File: config.mk
export PLATFORM = sky130hd
export DESIGN_NAME = adc_ilv_demux
export DESIGN_NICKNAME = d
export VERILOG_FILES = /design/src/rtl/adc_ilv_pkg.sv /design/src/rtl/adc_ctrl_src.sv /design/src/rtl/adc_smp_dline.sv /design/src/rtl/adc_out_framer.sv /design/src/rtl/adc_ilv_demux.sv
export SDC_FILE = /design/constraint.sdc
export NUM_CORES = 1
export LEC_CHECK = 0
export CELL_PAD_IN_SITES_DETAIL_PLACEMENT = 0
export CELL_PAD_IN_SITES_GLOBAL_PLACEMENT = 1
export CORE_MARGIN = 2
export CORE_UTILIZATION = 45
export DETAILED_ROUTE_END_ITERATION = 6
export DONT_BUFFER_PORTS = 1
export GPL_ROUTABILITY_DRIVEN = 0
export PLACE_DENSITY = 0.72
export SYNTH_ARGS = -nofsm -noshare
export SYNTH_HDL_FRONTEND = slang
export SYNTH_SLANG_ARGS = --single-unit
File: constraint.sdc
create_clock -name clk -period 2.95 [get_ports clk]
set_clock_uncertainty 0.05 [all_clocks]
set_input_delay 0.59 -clock clk [delete_from_list [all_inputs] [get_ports clk]]
set_output_delay 0.59 -clock clk [all_outputs]
set_load 0.01 [all_outputs]
File: src/rtl/adc_ilv_pkg.sv
package adc_ilv_pkg;
   // Effective data-path and output-clock mode after the control source mux
   typedef struct packed {
      logic des;    // dual-edge sampling
      logic qsel;   // dual-edge input is Q
      logic ddr;    // double-rate output clock
      logic oedge;  // data changes on the rising dclk edge
   } dp_mode_t;

   // Edges between output updates (two input-clock cycles)
   localparam int unsigned FRAME_EDGES = 4;
endpackage

File: src/rtl/adc_ctrl_src.sv
module adc_ctrl_src
   import adc_ilv_pkg::*;
(
   input  logic     clk,
   input  logic     rst,
   input  logic     ctrl_ext,
   input  logic     pin_des,
   input  logic     pin_ddr,
   input  logic     pin_oedge,
   input  logic     pin_fsr,
   input  logic     pin_outv,
   input  logic     reg_des,
   input  logic     reg_qsel,
   input  logic     reg_ddr,
   input  logic     reg_oedge,
   input  logic     reg_fsr,
   input  logic     reg_outv,
   output dp_mode_t mode,
   output logic     fsr_sel,
   output logic     outv_sel,
   output logic     flush
);
   logic prev_ext, prev_des, prev_qsel;

   always_comb begin
      if (ctrl_ext) begin
         mode.des   = reg_des;
         mode.qsel  = reg_des & reg_qsel;
         mode.ddr   = reg_ddr;
         mode.oedge = reg_oedge;
      end else begin
         mode.des   = pin_des;
         mode.qsel  = 1'b0;          // pin control samples I only
         mode.ddr   = pin_ddr;
         mode.oedge = pin_oedge;
      end
   end

   // Static settings: plain retiming flops, no reset needed
   always_ff @(posedge clk) begin
      fsr_sel  <= ctrl_ext ? reg_fsr  : pin_fsr;
      outv_sel <= ctrl_ext ? reg_outv : pin_outv;
   end

   always_ff @(posedge clk) begin
      if (rst) begin
         prev_ext  <= 1'b0;
         prev_des  <= 1'b0;
         prev_qsel <= 1'b0;
      end else begin
         prev_ext  <= ctrl_ext;
         prev_des  <= mode.des;
         prev_qsel <= mode.qsel;
      end
   end

   assign flush = !rst && ({ctrl_ext, mode.des, mode.qsel} != {prev_ext, prev_des, prev_qsel});
endmodule

File: src/rtl/adc_smp_dline.sv
module adc_smp_dline #(
   parameter int unsigned W     = 8,
   parameter int unsigned DEPTH = 29
) (
   input  logic                     clk,
   input  logic                     rst,
   input  logic                     clr,
   input  logic [W-1:0]             din,
   output logic [DEPTH-1:0][W-1:0]  taps
);
   generate
      if (DEPTH < 2) begin : g_bad
         $error("adc_smp_dline: DEPTH must be at least 2");
      end
      for (genvar s = 0; s < DEPTH; s++) begin : g_stage
         if (s == 0) begin : g_head
            always_ff @(posedge clk) begin
               if (rst || clr) taps[0] <= '0;
               else            taps[0] <= din;
            end
         end else begin : g_body
            always_ff @(posedge clk) begin
               if (rst || clr) taps[s] <= '0;
               else            taps[s] <= taps[s-1];
            end
         end
      end
   endgenerate
endmodule

File: src/rtl/adc_out_framer.sv
module adc_out_framer
   import adc_ilv_pkg::*;
#(
   parameter int unsigned W       = 8,
   parameter int unsigned LAT_CYC = 13,
   localparam int unsigned LAT_H  = 2 * LAT_CYC,
   localparam int unsigned DEPTH  = LAT_H + 3
) (
   input  logic                    clk,
   input  logic                    rst,
   input  logic                    clr,
   input  dp_mode_t                mode,
   input  logic [DEPTH-1:0][W-1:0] taps_i,
   input  logic [DEPTH-1:0][W-1:0] taps_q,
   output logic [W-1:0]            bus_qd,
   output logic [W-1:0]            bus_id,
   output logic [W-1:0]            bus_q,
   output logic [W-1:0]            bus_i,
   output logic                    out_stb,
   output logic                    out_vld
   ,output logic                   dclk
);
   localparam int unsigned FILL_W = $clog2(DEPTH + 1);
   localparam int unsigned CNT_W  = $clog2(FRAME_EDGES);
   // tap k holds the word captured (k+1) edges before the current edge
   localparam int unsigned T_NOW  = LAT_H - 1;
   localparam int unsigned T_NOWR = LAT_H;
   localparam int unsigned T_OLD  = LAT_H + 1;
   localparam int unsigned T_OLDR = LAT_H + 2;

   logic [CNT_W-1:0]  ph_cnt;
   logic [FILL_W-1:0] fill;
   logic [W-1:0]      nx_qd, nx_id, nx_q, nx_i;
   logic              upd_edge;

   assign upd_edge = (ph_cnt == '0);

   always_comb begin
      nx_i  = taps_i[T_NOW];
      nx_id = taps_i[T_OLD];
      if (mode.des) begin
         nx_q  = taps_q[T_NOWR];   // rising-edge words, half a cycle older
         nx_qd = taps_q[T_OLDR];
      end else begin
         nx_q  = taps_q[T_NOW];
         nx_qd = taps_q[T_OLD];
      end
   end

   always_ff @(posedge clk) begin
      if (rst || clr) begin
         ph_cnt  <= '0;
         fill    <= '0;
         out_stb <= 1'b0;
         out_vld <= 1'b0;
         dclk    <= 1'b0;
         bus_qd  <= '0;
         bus_id  <= '0;
         bus_q   <= '0;
         bus_i   <= '0;
      end else begin
         ph_cnt  <= ph_cnt + 1'b1;
         out_stb <= upd_edge;
         if (fill != FILL_W'(DEPTH)) fill <= fill + 1'b1;
         if (upd_edge) begin
            bus_qd  <= nx_qd;
            bus_id  <= nx_id;
            bus_q   <= nx_q;
            bus_i   <= nx_i;
            out_vld <= (fill == FILL_W'(DEPTH));
            dclk    <= mode.ddr ? ~dclk : mode.oedge;
         end else if (ph_cnt == CNT_W'(FRAME_EDGES / 2) && !mode.ddr) begin
            dclk    <= ~mode.oedge;
         end
      end
   end
endmodule

File: src/rtl/adc_ilv_demux.sv
module adc_ilv_demux
   import adc_ilv_pkg::*;
#(
   parameter int unsigned W       = 8,
   parameter int unsigned LAT_CYC = 13
) (
   input  logic         clk,
   input  logic         rst,
   input  logic [W-1:0] ana_i,
   input  logic [W-1:0] ana_q,
   input  logic         ctrl_ext,
   input  logic         pin_des,
   input  logic         pin_ddr,
   input  logic         pin_oedge,
   input  logic         pin_fsr,
   input  logic         pin_outv,
   input  logic         reg_des,
   input  logic         reg_qsel,
   input  logic         reg_ddr,
   input  logic         reg_oedge,
   input  logic         reg_fsr,
   input  logic         reg_outv,
   output logic [W-1:0] bus_qd,
   output logic [W-1:0] bus_id,
   output logic [W-1:0] bus_q,
   output logic [W-1:0] bus_i,
   output logic         out_stb,
   output logic         out_vld,
   output logic         dclk,
   output logic         fsr_sel,
   output logic         outv_sel
);
   localparam int unsigned DEPTH = 2 * LAT_CYC + 3;

   generate
      if (W < 1 || W > 16) begin : g_bad_w
         $error("adc_ilv_demux: W out of range");
      end
      if (LAT_CYC < 1 || LAT_CYC > 64) begin : g_bad_lat
         $error("adc_ilv_demux: LAT_CYC out of range");
      end
   endgenerate

   dp_mode_t mode;
   logic     flush;
   logic [W-1:0] sel_word, word_i, word_q;
   logic [DEPTH-1:0][W-1:0] taps_i, taps_q;

   adc_ctrl_src u_ctrl (
      .clk(clk), .rst(rst), .ctrl_ext(ctrl_ext),
      .pin_des(pin_des), .pin_ddr(pin_ddr), .pin_oedge(pin_oedge),
      .pin_fsr(pin_fsr), .pin_outv(pin_outv),
      .reg_des(reg_des), .reg_qsel(reg_qsel), .reg_ddr(reg_ddr),
      .reg_oedge(reg_oedge), .reg_fsr(reg_fsr), .reg_outv(reg_outv),
      .mode(mode), .fsr_sel(fsr_sel), .outv_sel(outv_sel), .flush(flush)
   );

   // Dual-edge: both cores see the chosen input; otherwise each its own
   assign sel_word = mode.qsel ? ana_q : ana_i;
   assign word_i   = mode.des ? sel_word : ana_i;
   assign word_q   = mode.des ? sel_word : ana_q;

   adc_smp_dline #(.W(W), .DEPTH(DEPTH)) u_line_i (
      .clk(clk), .rst(rst), .clr(flush), .din(word_i), .taps(taps_i)
   );
   adc_smp_dline #(.W(W), .DEPTH(DEPTH)) u_line_q (
      .clk(clk), .rst(rst), .clr(flush), .din(word_q), .taps(taps_q)
   );

   adc_out_framer #(.W(W), .LAT_CYC(LAT_CYC)) u_frame (
      .clk(clk), .rst(rst), .clr(flush), .mode(mode),
      .taps_i(taps_i), .taps_q(taps_q),
      .bus_qd(bus_qd), .bus_id(bus_id), .bus_q(bus_q), .bus_i(bus_i),
      .out_stb(out_stb), .out_vld(out_vld), .dclk(dclk)
   );
endmodule

==> impl_results.md <==
* Post-route ant nets at 0
* H-tree Lvls at 2
* Fin area at 0.0163 sq mm
* Peak supply drop at 0.507 mV
* Gr usage total at 11.4%
* CTS tree: built
* Post-DP Area at roughly 0.015 sq mm
* Post-synthesis register bit count at 503
* Clk Latency, worst-skew pair at approximately 0.54 ns
* Max-cap violations at 0
* Syn Std Cell Area at between 0.01 and 0.015 sq mm
* Final Cycle Share at 66.5%
* Max_slew headroom at 53.6%
* Status: finished clean
* Largest net degree at the start of global routing at about 110
* Total Die Area at about 0.033 sq mm
* Crit-path max FO at 36
* HP Class: input pin to flip-flop
* Multi-input gate area at 0.00390 sq mm
* Routed via count at 7081
* Startpoint Class: flip-flop
* Setup Crit Path Kind: flip-flop to flip-flop
* Req. time, crit path at 3.35 ns
* Setup Viol. Count Final at 0
* Sequential element share of the synthesized area at approximately 70%
* Worst-Margin Slew at 0.682 ns
* Clock root cell: clkbuf_16
* DIE HEIGHT at 182 um
* RSZ-0062 raised after global routing: no
* Layout cells sized above 1 at 7.85%
* Dpl hpwl at 9610 um
* Nets at roughly 1200
* Clk slew on worst S/H paths at 0.06 ns
* Initial drt markers at 307
* Final min period at around 2.0 ns
* Top-level I/O count at 67
* Reg area at around 0.01 sq mm
* Post-synth cell types at 29
* Routed wire length per instance at 11.0 um
* FFs w/ async S/R, synth at 0%
* Via density at 4.36
* Area growth syn-to-layout at 13.4%
* TritonCTS buffer count at 48
* Mapped Nets at between 1000 and 1500
* Worst Setup End Kind: flip-flop
* Hold-fix buffers, CTS at 0
* Site Rows at 65
* Arr. time, crit path at 2.36 ns
* Routed WL at around 18000 um
* Syn Area/Cell at between 10 and 15 sq um
* Clock Tree Buf Depth at 3
* Initial Util at 45.5%
* Layout fillers at 2770
* CTS Sinks at 503
* Total power at 13.1 mW
* First-pass GRT wire length at 31600 um
* Synth Warn # at 0
* Pins Over Slew Limit at 0
* Initial antenna violation count at 0
* DRC violations left at 0
* Resized cells post-CTS at 0
* Post-CTS setup buffers at 0
* FMAX at 510 MHz
* Final Hold Viols at 0
* LEAKAGE at 6.72 nW
* Grt ovf at 0
* Syn Inst Count at 1188
* Die Wd at 182 um
* Port-buffer cells at 0
* Area of the core at about 0.031 sq mm
* Setup TNS at 0 ns
* PD cells at 808 mW/mm^2
* Top FF cell, synth: dfxtp_1
* Drt first pass iters at 4
* EDFF count, synth at 0
* Vias in the first global route at 6616
* Antenna diodes at 0
per-stage QoR:
stage | utilization [%] | cells | hold slack [ns] | setup slack, ns
3_5_place_dp | 46.5 | 1536 | 0.360 | 0.676
6_report | 51.7 | 1625 | 0.0678 | 0.990
4_1_cts | 51.7 | 1625 | 0.0384 | 0.939
5_1_grt | 51.7 | 1625 | 0.0372 | 0.837
3_3_place_gp | 46.5 | 1536 | 0.354 | 0.662
2_1_floorplan | - | 1188 | 0.341 | 1.10
metal layers:
metal / global-route usage, % / vias to the layer above / part of all wire [%]
met1: 14.9 / 3274 / 48
met5: 0 / - / 0
met4: 5.26 / 0 / 3.2
li1: - / 3670 / -
met2: 17.7 / 88 / 45
met3: 2.87 / 49 / 4.6
cells by family (layout without fill, tap and decap cells):
kind of cell / count (synthesis) / after routing / synth area share (%)
buffers and inverters: 69 / 104 / 2.68
multiplexers: 38 / 38 / 2.68
XOR/XNOR: 6 / 6 / 0.367
adder cells (fa/ha/maj): 4 / 4 / 0.349
AND/OR/NAND/NOR: 526 / 526 / 21.8
AO/OA/AOI/OAI: 42 / 42 / 1.92
flip-flops: 503 / 503 / 70.2
worst max-delay path: stages, from the launching register on:
cell and delay (ns):
dfxtp_1 0.33, xnor2_1 0.23, a2bb2oi_2 0.11, or3_2 0.70
buf_12 0.27, a211oi_1 0.17
placed cells by master (no fill, tap or decap), drive strengths merged, types with 11 or more instances in the layout:
| cell | count |
|---|---|
| mux2i | 35 |
| clkinv | 12 |
| a211oi | 19 |
| dfxtp | 503 |
| nor2 | 43 |
| and2 | 441 |
| a21oi | 19 |
| buf | 11 |
| clkbuf | 73 |
| nand2 | 33 |
synthesized netlist by cell type (9+ instances only):
| master | n | area share (%) |
|---|---|---|
| clkbuf_1 | 12 | 0.31 |
| nor2_1 | 43 | 1.1 |
| a21oi_1 | 19 | 0.66 |
| clkbuf_2 | 39 | 1.4 |
| mux2i_1 | 35 | 2.4 |
| dfxtp_1 | 503 | 70 |
| nand2_1 | 33 | 0.86 |
| a211oi_1 | 19 | 1.0 |
| buf_6 | 9 | 0.71 |
| and2_1 | 441 | 19 |
where the power goes:
group	internal, mW	leakage, nW	switching [mW]
logic	0.0674	1.86	0.150
clock network	3.70	0.804	2.40
registers	6.81	4.05	0.0127
registers in the layout (all words and copies together) (netlist names):
signal	count
u_frame.dclk	1
u_frame.fill	5
u_ctrl.prev_des	1
u_frame.bus_id	8
u_frame.bus_q	8
u_ctrl.fsr_sel	1
u_frame.out_stb	1
u_frame.bus_qd	8
u_ctrl.prev_qsel	1
u_line_i.taps	224
u_frame.ph_cnt	2
u_line_q.taps	232
u_frame.bus_i	8
u_ctrl.prev_ext	1
u_ctrl.outv_sel	1
u_frame.out_vld	1
path summary, 6_finish.rpt:
kind	start	end	slack, ns	cells after the start
max reg2reg	u_ctrl.prev_des	u_frame.bus_q[7]	0.99	5
min	rst	u_ctrl.prev_des	0.07	1
max	u_ctrl.prev_des	u_frame.bus_q[7]	0.99	5
min reg2reg	u_frame.ph_cnt[0]	u_frame.ph_cnt[0]	0.36	1
layout make-up:
type / count / area share [%]
sequential: 503 / 61.9
multi-input combinational: 616 / 24.0
clock buffer: 73 / 8.78
tap: 402 / 3.09
clock inverter: 16 / 1.22
timing repair buffer: 11 / 0.893
inverter: 4 / 0.0924
Note: power is estimated with default switching activity, not from simulation.
